### config.mk
export PLATFORM = sky130hd
export DESIGN_NAME = opnd_addr_gen
export DESIGN_NICKNAME = d
export VERILOG_FILES = /design/src/rtl/opnd_addr_pkg.sv /design/src/rtl/opnd_addr_decode.sv /design/src/rtl/opnd_addr_calc.sv /design/src/rtl/opnd_addr_stage.sv /design/src/rtl/opnd_addr_gen.sv
export SDC_FILE = /design/constraint.sdc
export NUM_CORES = 1
export LEC_CHECK = 0
export BUFFER_PORTS_ARGS = -buffer_cell sky130_fd_sc_hd__buf_2
export CORE_ASPECT_RATIO = 0.6
export CORE_MARGIN = 2
export CORE_UTILIZATION = 30
export CTS_CLUSTER_SIZE = 24
export DETAILED_ROUTE_END_ITERATION = 12
export SYNTH_ARGS = -nofsm -noshare
export SYNTH_HDL_FRONTEND = slang
export SYNTH_SLANG_ARGS = --single-unit
### constraint.sdc
create_clock -name clk -period 5.5 [get_ports clk]
set_input_delay 0.55 -clock clk [delete_from_list [all_inputs] [get_ports clk]]
set_output_delay 0.55 -clock clk [all_outputs]
set_load 0.02 [all_outputs]
### src/rtl/opnd_addr_pkg.sv
package opnd_addr_pkg;

  parameter int unsigned OA_BANK_W  = 5;
  parameter int unsigned OA_WORD_W  = 11;
  parameter int unsigned OA_ADDR_W  = OA_BANK_W + OA_WORD_W;
  parameter int unsigned OA_FIELD_W = OA_WORD_W + 1;
  parameter int unsigned OA_RIDX_W  = 5;
  parameter int unsigned OA_XSEL_W  = 3;
  parameter int unsigned OA_OFS_W   = 7;
  parameter int unsigned OA_CODE_W  = 4;
  parameter int unsigned OA_STEP_W  = 6;
  parameter int unsigned OA_XBASE   = 16;

  typedef enum logic [2:0] {
    AM_NONE,
    AM_DIRECT,
    AM_INDEX,
    AM_IND,
    AM_REGDIR,
    AM_BAD
  } amode_e;

  typedef struct packed {
    logic [OA_ADDR_W-1:0] ea;
    logic                 is_reg;
    logic                 inactive;
    logic                 err;
    logic                 wb_pend;
    logic [OA_RIDX_W-1:0] wb_idx;
    logic [OA_ADDR_W-1:0] wb_data;
  } oa_res_t;

  // Step table: linear up to 8, then coarse steps of 4 up to 32.
  function automatic logic [OA_STEP_W-1:0] oa_step(input logic [OA_CODE_W-1:0] c);
    logic [OA_STEP_W-1:0] s;
    case (c)
      4'd9:    s = 6'd12;
      4'd10:   s = 6'd16;
      4'd11:   s = 6'd20;
      4'd12:   s = 6'd24;
      4'd13:   s = 6'd28;
      4'd14:   s = 6'd32;
      4'd15:   s = 6'd0;
      default: s = {{(OA_STEP_W-OA_CODE_W){1'b0}}, c};
    endcase
    return s;
  endfunction

  function automatic logic oa_code_legal(input logic [OA_CODE_W-1:0] c);
    return c != {OA_CODE_W{1'b1}};
  endfunction

  // Full-width address sum; a carry out of the word offset enters the bank.
  function automatic logic [OA_ADDR_W-1:0] oa_add(input logic [OA_ADDR_W-1:0] a,
                                                  input logic [OA_ADDR_W-1:0] b);
    return a + b;
  endfunction

endpackage

### src/rtl/opnd_addr_decode.sv
module opnd_addr_decode
  import opnd_addr_pkg::*;
(
  input  logic [OA_FIELD_W-1:0] field,
  output amode_e                mode,
  output logic [OA_RIDX_W-1:0]  reg_sel,
  output logic [OA_STEP_W-1:0]  step,
  output logic [OA_WORD_W-1:0]  word,
  output logic [OA_OFS_W-1:0]   ofs
);

  localparam int unsigned TOP    = OA_FIELD_W - 1;
  localparam int unsigned XS_LO  = OA_OFS_W;
  localparam int unsigned XS_HI  = OA_OFS_W + OA_XSEL_W - 1;
  localparam int unsigned RN_LO  = OA_CODE_W;
  localparam int unsigned RN_HI  = OA_CODE_W + OA_RIDX_W - 1;
  localparam int unsigned SUBBIT = RN_HI + 1;

  logic [OA_CODE_W-1:0] code;
  logic [OA_XSEL_W-1:0] xsel;

  assign code = field[OA_CODE_W-1:0];
  assign xsel = field[XS_HI:XS_LO];
  assign word = field[OA_WORD_W-1:0];
  assign ofs  = field[OA_OFS_W-1:0];
  assign step = oa_step(code);

  always_comb begin
    if (field[TOP])                   mode = AM_DIRECT;
    else if (field[TOP-1])            mode = AM_INDEX;
    else if (field == '0)             mode = AM_NONE;
    else if (!oa_code_legal(code))    mode = AM_BAD;
    else if (field[SUBBIT])           mode = AM_IND;
    else                              mode = AM_REGDIR;
  end

  always_comb begin
    if (mode == AM_INDEX)
      reg_sel = OA_RIDX_W'(OA_XBASE) + {{(OA_RIDX_W-OA_XSEL_W){1'b0}}, xsel};
    else
      reg_sel = field[RN_HI:RN_LO];
  end

endmodule

### src/rtl/opnd_addr_calc.sv
module opnd_addr_calc
  import opnd_addr_pkg::*;
(
  input  logic                  clk,
  input  logic                  rst_n,
  input  logic                  in_fire,
  input  amode_e                mode,
  input  logic [OA_RIDX_W-1:0]  reg_sel,
  input  logic [OA_STEP_W-1:0]  step,
  input  logic [OA_WORD_W-1:0]  word,
  input  logic [OA_OFS_W-1:0]   ofs,
  input  logic [OA_BANK_W-1:0]  bank,
  input  logic [OA_ADDR_W-1:0]  rd_data,
  input  logic                  fwd_en,
  input  logic [OA_RIDX_W-1:0]  fwd_idx,
  input  logic [OA_ADDR_W-1:0]  fwd_data,
  output logic                  fwd_hit,
  output oa_res_t               res
);

  localparam int unsigned OFS_PAD  = OA_ADDR_W - OA_OFS_W;
  localparam int unsigned STEP_PAD = OA_ADDR_W - OA_STEP_W;
  localparam int unsigned RIDX_PAD = OA_ADDR_W - OA_RIDX_W;

  logic [OA_ADDR_W-1:0] base;
  logic [OA_ADDR_W-1:0] bumped;

  assign fwd_hit = fwd_en && (fwd_idx == reg_sel);
  assign base    = fwd_hit ? fwd_data : rd_data;
  assign bumped  = oa_add(base, {{STEP_PAD{1'b0}}, step});

  always_comb begin
    res         = '0;
    res.wb_idx  = reg_sel;
    res.wb_data = bumped;
    case (mode)
      AM_DIRECT: res.ea = {bank, word};
      AM_INDEX:  res.ea = oa_add(base, {{OFS_PAD{1'b0}}, ofs});
      AM_IND: begin
        res.ea      = base;
        res.wb_pend = step != '0;
      end
      AM_REGDIR: begin
        res.ea      = {{RIDX_PAD{1'b0}}, reg_sel};
        res.is_reg  = 1'b1;
        res.wb_pend = step != '0;
      end
      AM_NONE:   res.inactive = 1'b1;
      default:   res.err      = 1'b1;
    endcase
  end

  p_direct_bank_r1: assert property (@(posedge clk) disable iff (!rst_n)
    in_fire && mode == AM_DIRECT |-> res.ea[OA_ADDR_W-1:OA_WORD_W] == bank && !res.wb_pend);

  p_index_window_r2: assert property (@(posedge clk) disable iff (!rst_n)
    in_fire && mode == AM_INDEX |->
      reg_sel >= OA_RIDX_W'(OA_XBASE) && reg_sel < OA_RIDX_W'(OA_XBASE + 8) && !res.wb_pend);

  p_step_gap_r3: assert property (@(posedge clk) disable iff (!rst_n)
    in_fire && mode == AM_IND |-> OA_ADDR_W'(res.wb_data - res.ea) == OA_ADDR_W'(step));

  p_bad_quiet_r5: assert property (@(posedge clk) disable iff (!rst_n)
    in_fire && mode == AM_BAD |-> res.err && !res.wb_pend && res.ea == '0);

  p_zero_step_r8: assert property (@(posedge clk) disable iff (!rst_n)
    in_fire && step == '0 |-> !res.wb_pend);

endmodule

### src/rtl/opnd_addr_stage.sv
module opnd_addr_stage
  import opnd_addr_pkg::*;
(
  input  logic    clk,
  input  logic    rst_n,
  input  logic    in_valid,
  output logic    in_ready,
  input  oa_res_t res_d,
  output logic    out_valid,
  input  logic    out_ready,
  output oa_res_t res_q,
  output logic    wb_we
);

  logic vld_q;

  assign in_ready  = !vld_q || out_ready;
  assign out_valid = vld_q;
  assign wb_we     = vld_q && out_ready && res_q.wb_pend;

  always_ff @(posedge clk or negedge rst_n) begin
    if (!rst_n) begin
      vld_q <= 1'b0;
      res_q <= '0;
    end else if (in_valid && in_ready) begin
      vld_q <= 1'b1;
      res_q <= res_d;
    end else if (out_ready) begin
      vld_q <= 1'b0;
    end
  end

  p_hold_r10: assert property (@(posedge clk) disable iff (!rst_n)
    out_valid && !out_ready |=> out_valid && $stable(res_q));

  p_wb_strobe_r9: assert property (@(posedge clk) disable iff (!rst_n)
    wb_we |-> out_valid && out_ready);

  p_inactive_r7: assert property (@(posedge clk) disable iff (!rst_n)
    out_valid && res_q.inactive |-> res_q.ea == '0 && !res_q.wb_pend && !res_q.is_reg);

endmodule

### src/rtl/opnd_addr_gen.sv
module opnd_addr_gen
  import opnd_addr_pkg::*;
(
  input  logic                  clk,
  input  logic                  rst_n,
  input  logic                  in_valid,
  output logic                  in_ready,
  input  logic [OA_FIELD_W-1:0] in_field,
  input  logic [OA_BANK_W-1:0]  in_bank,
  output logic [OA_RIDX_W-1:0]  rd_idx,
  input  logic [OA_ADDR_W-1:0]  rd_data,
  output logic                  out_valid,
  input  logic                  out_ready,
  output logic [OA_ADDR_W-1:0]  out_ea,
  output logic                  out_is_reg,
  output logic                  out_inactive,
  output logic                  out_err,
  output logic                  wb_we,
  output logic [OA_RIDX_W-1:0]  wb_idx,
  output logic [OA_ADDR_W-1:0]  wb_data
);

  amode_e               mode;
  logic [OA_RIDX_W-1:0] reg_sel;
  logic [OA_STEP_W-1:0] step;
  logic [OA_WORD_W-1:0] word;
  logic [OA_OFS_W-1:0]  ofs;
  oa_res_t              res_d;
  oa_res_t              res_q;
  logic                 in_fire;
  logic                 fwd_en;
  logic                 fwd_hit;

  assign in_fire = in_valid && in_ready;
  assign fwd_en  = out_valid && res_q.wb_pend;
  assign rd_idx  = reg_sel;

  opnd_addr_decode u_dec (
    .field   (in_field),
    .mode    (mode),
    .reg_sel (reg_sel),
    .step    (step),
    .word    (word),
    .ofs     (ofs)
  );

  opnd_addr_calc u_calc (
    .clk      (clk),
    .rst_n    (rst_n),
    .in_fire  (in_fire),
    .mode     (mode),
    .reg_sel  (reg_sel),
    .step     (step),
    .word     (word),
    .ofs      (ofs),
    .bank     (in_bank),
    .rd_data  (rd_data),
    .fwd_en   (fwd_en),
    .fwd_idx  (res_q.wb_idx),
    .fwd_data (res_q.wb_data),
    .fwd_hit  (fwd_hit),
    .res      (res_d)
  );

  opnd_addr_stage u_stage (
    .clk       (clk),
    .rst_n     (rst_n),
    .in_valid  (in_valid),
    .in_ready  (in_ready),
    .res_d     (res_d),
    .out_valid (out_valid),
    .out_ready (out_ready),
    .res_q     (res_q),
    .wb_we     (wb_we)
  );

  assign out_ea       = res_q.ea;
  assign out_is_reg   = res_q.is_reg;
  assign out_inactive = res_q.inactive;
  assign out_err      = res_q.err;
  assign wb_idx       = res_q.wb_idx;
  assign wb_data      = res_q.wb_data;

  // a forwarded read must pick up the value the pending strobe will write.
  p_fwd_value_r11: assert property (@(posedge clk) disable iff (!rst_n)
    in_fire && fwd_hit && u_dec.mode == AM_IND |-> res_d.ea == wb_data);

endmodule

==> results of run 1 <==
cell type report:
class / count / area (µm²)
fillers: 1299 / 7964
multi-input cells: 333 / 2248
flip-flops and latches: 42 / 1051
repair buffers: 86 / 447.9
well taps: 165 / 206.4
clock buffers: 5 / 125.1
inverters: 10 / 37.54
clock inverters: 3 / 21.27
cell usage in the layout, fill, tap and decap left out, types with 2 or more instances in the layout:
cell type,count
a211oi_1,4
a21o_1,14
a21oi_1,26
a221o_1,2
a221oi_1,2
a22oi_1,5
a31oi_1,3
and2_1,8
and3_1,12
buf_2,84
clkbuf_16,5
dfrtp_1,42
fa_1,2
ha_1,13
inv_1,10
mux2_2,9
mux2_4,2
mux2i_1,20
nand2_1,59
nand2b_1,3
nand3_1,12
nand4_1,4
nor2_1,16
nor2b_1,5
nor3_1,5
nor4_1,3
o211ai_1,2
o21a_1,5
o21ai_0,32
o21ai_1,3
o221ai_1,2
o22a_1,2
o22ai_1,7
o31ai_1,2
or2_2,3
xnor2_1,17
xor2_1,4
state kept, by name (all words and copies together) (netlist names):
signal and cells:
u_stage.res_q 41, u_stage.out_valid 1
logic make-up (layout without fill, tap and decap cells):
kind of cell	count (synthesis)	after routing	share of synthesized area [%]
simple gates	141	141	18.60
compound gates	123	123	21.04
buf+inv	71	104	12.16
flops	42	42	28.06
mux	33	33	9.820
xor+xnor	21	21	4.910
fa+ha+maj	15	15	5.411
synthesized netlist by cell type, types with 4 or more instances:
cell type,n
a211oi_1,4
a21o_1,14
a21oi_1,26
a22oi_1,5
and2_1,8
and3_1,12
buf_4,45
clkbuf_1,12
dfrtp_1,42
ha_1,13
inv_1,10
mux2_2,9
mux2i_1,20
nand2_1,60
nand3_1,12
nand4_1,4
nor2_1,16
nor2b_1,5
nor3_1,5
nor4_1,4
o21a_1,5
o21ai_0,32
o22ai_1,7
xnor2_1,17
xor2_1,4
metrics by stage:
step | instance area (µm²) | std cells | setup WS [ns] | total power, µW | utilization, %
after global placement | 3991 | 636 | 0.6727 | 763.8 | 32.98
after CTS | 4138 | 644 | 0.7525 | 1079 | 34.19
final | 4138 | 644 | 0.6958 | 1075 | 34.19
after detailed placement | 3991 | 636 | 0.4473 | 770.2 | 32.98
after floorplan | 3746 | 446 | 1.342 | 695.6 | -
after global routing | 4138 | 644 | 0.3205 | 1134 | 34.19
per-layer routing:
| layer | vias to the layer above | wire, µm | track usage (%) |
|---|---|---|---|
| li1 | 1631 | - | - |
| met1 | 1694 | 6200 | 29.00 |
| met2 | 174 | 4599 | 22.88 |
| met3 | 7 | 1151 | 4.495 |
| met4 | 0 | 52 | 2.143 |
| met5 | - | 0 | 3.077 |
where the power goes:
part / switching [µW] / internal [µW] / total (µW)
logic: 230 / 136 / 366
clock network: 136 / 168 / 305
registers: 50.1 / 355 / 405
total: 416 / 659 / 1080
critical path, stage by stage:
cell	delay [ns]
buf_2	0.22
nor2b_4	0.43
mux2i_2	0.38
xnor2_1	0.12
nor4_2	0.48
buf_12	0.31
mux2_2	0.42
ha_1	0.36
o21ai_0	0.11
o21bai_1	0.21
a31oi_1	0.16
or2_2	0.31
mux2i_1	0.37
nand2_1	0.17
mux2i_1	0.15
o22a_1	0.20
how the worst max path moves through the flow:
stage	startpoint	end	slack [ns]	depth (start not counted)
2_1_floorplan	in_field[10]	u_stage.res_q[35]$_DFFE_PN0P_	1.34	17
3_3_place_gp	in_field[11]	u_stage.res_q[33]$_DFFE_PN0P_	0.67	16
4_1_cts	in_field[11]	u_stage.res_q[15]$_DFFE_PN0P_	0.75	16
3_5_place_dp	in_field[11]	u_stage.res_q[15]$_DFFE_PN0P_	0.45	16
6_report	in_field[11]	u_stage.res_q[15]$_DFFE_PN0P_	0.70	16
5_1_grt	in_field[11]	u_stage.res_q[13]$_DFFE_PN0P_	0.32	16
==> impl_metrics.yaml, run 1 <==
global_route:
  gr-total-overflow: 0
  grt_util_all_layers_pct: 17.71
  grt_pass1_vias: 3250
  antenna_found_initial: 0
  grt_pass1_wl_mm: 18.53
  grt_max_degree: 46
clock_network:
  tritoncts: "done"
  root_buffer: "clkbuf_16"
  clockBufferDepth: 2
  cts_hold_buf: 0
  post_cts_buffers: 0
  clkTransAtPathRegs_ns: 0.07
  cts_resized: 0
  htree_levels: 2
  clkLatencyLatePin_ns: 0.29
  numCtsBuffers: 5
  cts_sinks: 42
yosys:
  synth_edf_count: 0
  ys_types: 64
  ys_ff_latch: 42
  async_reset_ff_share_pct: 100.0
  postSynthCellCount: 446
  netlist_top_cells_area: "dfrtp_1 28%, buf_4 9.0%, nand2_1 6.0%"
  yosysTopAreaCell: "dfrtp_1"
  synth_top_area_share_pct: 28.06
  synth_area_um2: 3746
  avgSynthCellArea_um2: 8.399
  ys_seq_area_share_pct: 28.06
  synthFlopType: "dfrtp_1"
  syn-num-nets: 498
  yosys_warnings: 0
timing:
  min_period_over_period_pct: 87.35
  relSlewSlack_pct: 32.98
  fmax_mhz: 208.1
  fin_crit_ns: 4.804
  skew_ns: 0.006825
  tightest_slew_ns: 1.005
  slew_viol_final: 0
  final-hold-violation-count: 0
  setup_violations: 0
  holdWs_ns: 0.4255
  rsz0062_at_grt: "false"
  fin_tns_setup_ns: 0
critical_path:
  arrival_ns: 4.99
  end_kind: "register"
  path_max_fanout: 45
  reg2reg_slack_ns: 1.15
  rr_worst_depth: 15
  crit_type: "input port to register"
  start_kind: "input port"
  crit_required_ns: 5.68
  r2r_end: "u_stage.res_q[15]$_DFFE_PN0P_"
  r2r_start: "u_stage.res_q[20]$_DFFE_PN0P_"
detailed_routing:
  drt-total-wl_mm: 12.00
  via_count: 3506
  via_per_inst: 5.444
  drtIter0Drc: 393
  drtAntennaViolNets: 0
  routedWlPerCell_um: 18.64
  drc_errors: 0
  drtPass1Iterations: 8
floorplan:
  die_h_um: 90.56
  die-area_um2: 13430
  rows: 31
  ios: 85
  die-width_um: 148.3
  core_um2: 12100
  initial_core_util_pct: 30.96
power:
  peakVddDrop_mv: 0.1386
  p_leak_uw: 0.001887
  power_density_nw_per_um2: 259.8
placed_design:
  gp_congestion: 0.8896
  io_buffers: 84
  hpwl_mm: 9.195
cells_and_area:
  drive_above_1_share_pct: 24.43
  nets: 530
  n_antenna_cell: 0
  areaGrowthSynthToFinish_pct: 10.45
job:
  max_cap_violations: 0
min_path:
  hold_path.class: "input port to asynchronous set/reset pin"
run_status:
  outcome: "finished clean"
Power figures use the tool's default switching activity.
==> inputs of run 2 (changes only) <==
Settings changed: CORE_UTILIZATION 30 to 50, PLACE_DENSITY set to 0.78.
Clock period 5.5 ns to 3.85 ns, I/O delays scaled along.
==> run 2 against run 1 <==
  * Sequential power up 42%
  * Via count grew 4.3%
  * Highest routed layer unchanged
  * Non-clock buffer count grew 52
  * Routed wire length shrank 4.3%
==> impl_metrics.yaml, run 2 (synthesis gave the netlist of run 1 again) <==
detailed_routing:
  drtPass1Iterations: 5
  drtIter0Drc: 349
  via_per_inst: 5.761
  drtAntennaViolNets: 0
  drt-total-wl_mm: 11.49
  routedWlPerCell_um: 18.09
  drc_errors: 0
  via_count: 3658
cells_and_area:
  final_cell_mix: "82 x buf_2, 59 x nand2_1, 52 x buf_4"
  multi_input_area_um2: 2465
  fin_cells: 635
  largest_register_ffs: 41
  layout_commonest_cell: "buf_2"
  areaGrowthSynthToFinish_pct: 25.45
  largest-register: "u_stage.res_q"
  n_antenna_cell: 0
  final.fill_count: 622
  nets: 582
  final_area_um2: 4700
  ff_latch_area_um2: 1052
  drive_above_1_share_pct: 37.10
clock_network:
  cts_hold_buf: 0
  clkLatencyLatePin_ns: 0.28
  clkTransAtPathRegs_ns: 0.06
  root_buffer: "clkbuf_16"
  numCtsBuffers: 5
  clockBufferDepth: 2
  htree_levels: 2
  tritoncts: "done"
  cts_sinks: 42
placed_design:
  postPlaceCellArea_um2: 4232
  hpwl_mm: 8.298
  gp_congestion: 0.9178
  dp.cells: 616
  io_buffers: 84
critical_path:
  crit_required_ns: 4.02
  end_kind: "register"
  r2r_start: "u_stage.res_q[20]$_DFFE_PN0P_"
  reg2reg_slack_ns: 0.09
  crit_type: "input port to register"
  arrival_ns: 3.98
  path_max_fanout: 4
  rr_worst_depth: 17
  start_kind: "input port"
  r2r_end: "u_stage.res_q[34]$_DFFE_PN0P_"
timing:
  fin_tns_setup_ns: 0
  slew_viol_final: 0
  final-hold-violation-count: 0
  min_period_over_period_pct: 99.05
  fin_crit_ns: 3.813
  rsz0062_at_grt: "true"
  relSlewSlack_pct: 32.90
  skew_ns: 0.004279
  setup_violations: 0
  tightest_slew_ns: 1.006
  fmax_mhz: 262.2
global_route:
  grt_util_all_layers_pct: 27.78
  grt_pass1_wl_mm: 17.86
  grt_pass1_vias: 3406
  grt_max_degree: 59
  gr-total-overflow: 0
  antenna_found_initial: 0
job:
  max_cap_violations: 0
power:
  power_density_nw_per_um2: 342.6
  p_leak_uw: 0.002216
  peakVddDrop_mv: 0.2356
floorplan:
  die-width_um: 115.7
  die_h_um: 71.05
  die-area_um2: 8223
  initial_core_util_pct: 51.55
  core_um2: 7267
  rows: 24
  ios: 85
min_path:
  hold_path.class: "input port to asynchronous set/reset pin"
run_status:
  outcome: "finished clean"
## run 2: cell types whose count changed in the layout (fill, tap and decap cells not counted), sizes merged
cell,before,now
buf,86,138
clkbuf,5,6
clkinvlp,1,0
## run 2: repair_timing
| action | 4_1_cts | 5_1_grt |
|---|---|---|
| gates resized for setup | 3 | 43 |
| cloned | 0 | 0 |
| setup buffers | 5 | 7 |
| hold endpoints to repair | 0 | 0 |
| pin swaps | 3 | 29 |
| endpoints found under the setup margin | 3 | 17 |
## run 2: worst max path at each step
stage / from / endpoint / slack [ns] / cells past startpoint
floorplan: in_field[10] / u_stage.res_q[12]$_DFFE_PN0P_ / 0.009 / 17
global placement: in_field[11] / u_stage.res_q[29]$_DFFE_PN0P_ / -0.12 / 17
detailed placement: in_field[11] / u_stage.res_q[33]$_DFFE_PN0P_ / -0.23 / 17
CTS: in_field[11] / u_stage.res_q[33]$_DFFE_PN0P_ / 0.008 / 19
global route: in_field[11] / u_stage.res_q[34]$_DFFE_PN0P_ / -0.08 / 20
finish: in_field[11] / u_stage.res_q[34]$_DFFE_PN0P_ / 0.04 / 20
## run 2: final cells by class
type	instances	share of cell area [%]
multi-input combinational	333	52.45
sequential	42	22.39
timing repair buffer	138	18.56
tap	104	2.769
clock buffer	6	2.742
inverter	10	0.7987
clock inverter	2	0.2929
## run 2: critical path, stage by stage
cell and delay, ns:
buf_4 0.13, nor2b_4 0.15, buf_12 0.11, buf_4 0.09
a21oi_1 0.03, o32a_1 0.34, nor4_2 0.29, buf_4 0.20
buf_12 0.10, buf_12 0.10, mux2_4 0.31, buf_4 0.16
ha_4 0.27, nor2b_2 0.14, o21a_1 0.20, o22a_1 0.23
a21oi_1 0.11, a21oi_2 0.18, o22ai_1 0.10, a221o_1 0.33
## run 2: routing by layer
layer  part of all wire [%]  track usage [%]  routed length (µm)  vias to the layer above
met5                      0                0                   0                        -
met4                   0.50            3.968                  57                        0
met3                     11            6.341                1212                        9
met2                     42            39.25                4803                      215
met1                     47            43.95                5414                     1701
li1                       -                -                   -                     1733
## run 2: metrics by stage
| step | utilization (%) | setup slack (ns) | hold slack, ns | total power (µW) |
|---|---|---|---|---|
| 5_1_grt | 64.67 | -0.08198 | 0.3225 | 1694 |
| 4_1_cts | 61.36 | 0.008374 | 0.3088 | 1566 |
| 3_3_place_gp | 58.23 | -0.1205 | 0.4588 | 1116 |
| 3_5_place_dp | 58.23 | -0.2300 | 0.4680 | 1133 |
| 6_report | 64.67 | 0.03651 | 0.2574 | 1610 |
| 2_1_floorplan | - | 0.009304 | 0.08941 | 996.6 |
## run 2: where the power goes
| group | switching (µW) | leakage, µW | internal (µW) |
|---|---|---|---|
| sequential | 67.6 | 0.000517 | 507 |
| clock | 179 | 0.0000708 | 241 |
| combinational | 354 | 0.00163 | 262 |
==> inputs of run 3 (changes only) <==
Settings changed: CORE_ASPECT_RATIO 0.6 to 1.1.
==> run 3 against run 2 <==
  * Routed wire length is 6.2% lower
  * Sequential power is 0.7% lower
  * Count of clock-buffer cells in the layout is 1 higher
  * Hold slack worse by 0.015 ns
  * Register-to-register slack worse by 0.05 ns
  * Largest power group unchanged
==> impl_metrics.yaml, run 3 (synthesis gave the netlist of run 1 again) <==
clock_network:
  clkTransAtPathRegs_ns: 0.09
  numCtsBuffers: 5
  root_buffer: "clkbuf_8"
  htree_levels: 2
  clkLatencyLatePin_ns: 0.31
  cts_sinks: 42
  clockBufferDepth: 2
  tritoncts: "done"
power:
  finalPower_uw: 1433
  power_density_nw_per_um2: 322.9
  peakVddDrop_mv: 0.1675
  p_sw_share_pct: 39.11
  p_leak_uw: 0.002079
  intPower_uw: 872.3
  power.switching_uw: 560.4
  seq_power_share_pct: 39.9
  clkPwrFrac_pct: 19.4
  combinationalPowerShare_pct: 40.8
timing:
  tightest_slew_ns: 1.008
  holdWs_ns: 0.2427
  relSlewSlack_pct: 32.80
  setup_violations: 0
  skew_ns: 0.01399
  fin_tns_setup_ns: 0
  final-hold-violation-count: 0
  fmax_mhz: 260.4
  slew_viol_final: 0
  min_period_over_period_pct: 99.76
  fin_crit_ns: 3.841
critical_path:
  start_kind: "input port"
  crit_type: "input port to register"
  reg2reg_slack_ns: 0.04
  rr_worst_depth: 16
  r2r_end: "u_stage.res_q[34]$_DFFE_PN0P_"
  cpMostUsedCell: "buf_12"
  r2r_start: "u_stage.res_q[20]$_DFFE_PN0P_"
  cp.depth: 19
  path_cells: "buf_8 -> nor2b_4 -> buf_12 -> buf_12 -> mux2i_4 -> xnor2_1 -> nor4_4 -> buf_4 -> buf_12 -> mux2_2 -> buf_4 -> ha_4 -> nor2b_1 -> o21a_1 -> o22a_1 -> a21oi_1 -> a21oi_1 -> o22ai_1 -> a221o_1"
  end_kind: "register"
  critPathSlowestCell: "mux2_2"
  max_stage_delay_ns: 0.34
  crit_start: "in_field[10]"
  crit_required_ns: 4.05
  crit_family: "compound AO/OA/AOI/OAI gates"
  arrival_ns: 4.04
  crit_buf_inv: 6
  path_max_fanout: 4
cells_and_area:
  fin_cells: 603
  nets: 568
  drive_above_1_share_pct: 32.75
  fin_util_pct: 60.37
  areaGrowthSynthToFinish_pct: 18.44
  final.fill_count: 622
  final_cell_mix: "82 x buf_2, 58 x nand2_1, 41 x dfrtp_1"
  layout_commonest_cell: "buf_2"
  n_antenna_cell: 0
  largest-register: "u_stage.res_q"
  largest_register_ffs: 41
global_route:
  grt_pass1_wl_mm: 16.35
  grt_util_all_layers_pct: 24.97
  gr-total-overflow: 0
  antenna_found_initial: 0
  grt_max_degree: 43
  grt_pass1_vias: 3405
detailed_routing:
  drc_errors: 0
  drtPass1Iterations: 5
  drt-total-wl_mm: 10.77
  routedWlPerCell_um: 17.87
  via_per_inst: 6.113
  via_count: 3686
  drtIter0Drc: 369
  drtAntennaViolNets: 0
floorplan:
  die-width_um: 86.53
  core_um2: 7350
  die_h_um: 94.78
  ios: 85
  rows: 33
  initial_core_util_pct: 50.97
  die-area_um2: 8201
run_status:
  outcome: "finished clean"
placed_design:
  gp_congestion: 0.9479
  io_buffers: 84
  dp.cells: 588
  hpwl_mm: 7.651
job:
  max_cap_violations: 0
min_path:
  hold_path.class: "input port to asynchronous set/reset pin"
[run 3: power groups by stage]
stage	sequential, µW	clock (µW)	combinational (µW)
finish	571	277	584
global route	579	298	631
CTS	569	281	550
detailed placement	577	0	538
global placement	576	0	526
floorplan	561	0	436
[run 3: layout make-up]
| type | instances | area (µm²) | share of cell area (%) |
|---|---|---|---|
| multi-input combinational | 333 | 2380 | 53.64 |
| sequential | 42 | 1052 | 23.72 |
| timing repair buffer | 124 | 782.0 | 17.63 |
| tap | 87 | 108.9 | 2.453 |
| clock buffer | 7 | 76.32 | 1.720 |
| inverter | 10 | 37.54 | 0.8460 |
[run 3: layer usage]
layer / vias to the layer above / routed length (µm) / track usage [%]
met1: 1764 / 4536 / 31.79
met5: - / 0 / 0
met4: 0 / 264 / 7.682
met2: 186 / 5233 / 43.59
met3: 32 / 739 / 3.584
li1: 1704 / - / -
[run 3: how the worst max path moves through the flow]
stage	slack (ns)	to
final	0.009	u_stage.res_q[34]$_DFFE_PN0P_
after global routing	-0.06	u_stage.res_q[34]$_DFFE_PN0P_
after CTS	0.004	u_stage.res_q[33]$_DFFE_PN0P_
after detailed placement	-0.34	u_stage.res_q[15]$_DFFE_PN0P_
after global placement	-0.22	u_stage.res_q[33]$_DFFE_PN0P_
after floorplan	0.009	u_stage.res_q[12]$_DFFE_PN0P_
[run 3: per-stage QoR]
step,setup WS [ns],area (µm²)
final,0.009406,4437
after global routing,-0.06061,4437
after CTS,0.004079,4262
after detailed placement,-0.3379,4130
after global placement,-0.2214,4130
after floorplan,0.009304,3761
[run 3: repair_timing]
action                     4_1_cts  5_1_grt
setup endpoints to repair       12       14
resized for setup                4       29
hold buffers                     0        0
setup buffers                    3        5
pin swaps                        2       13
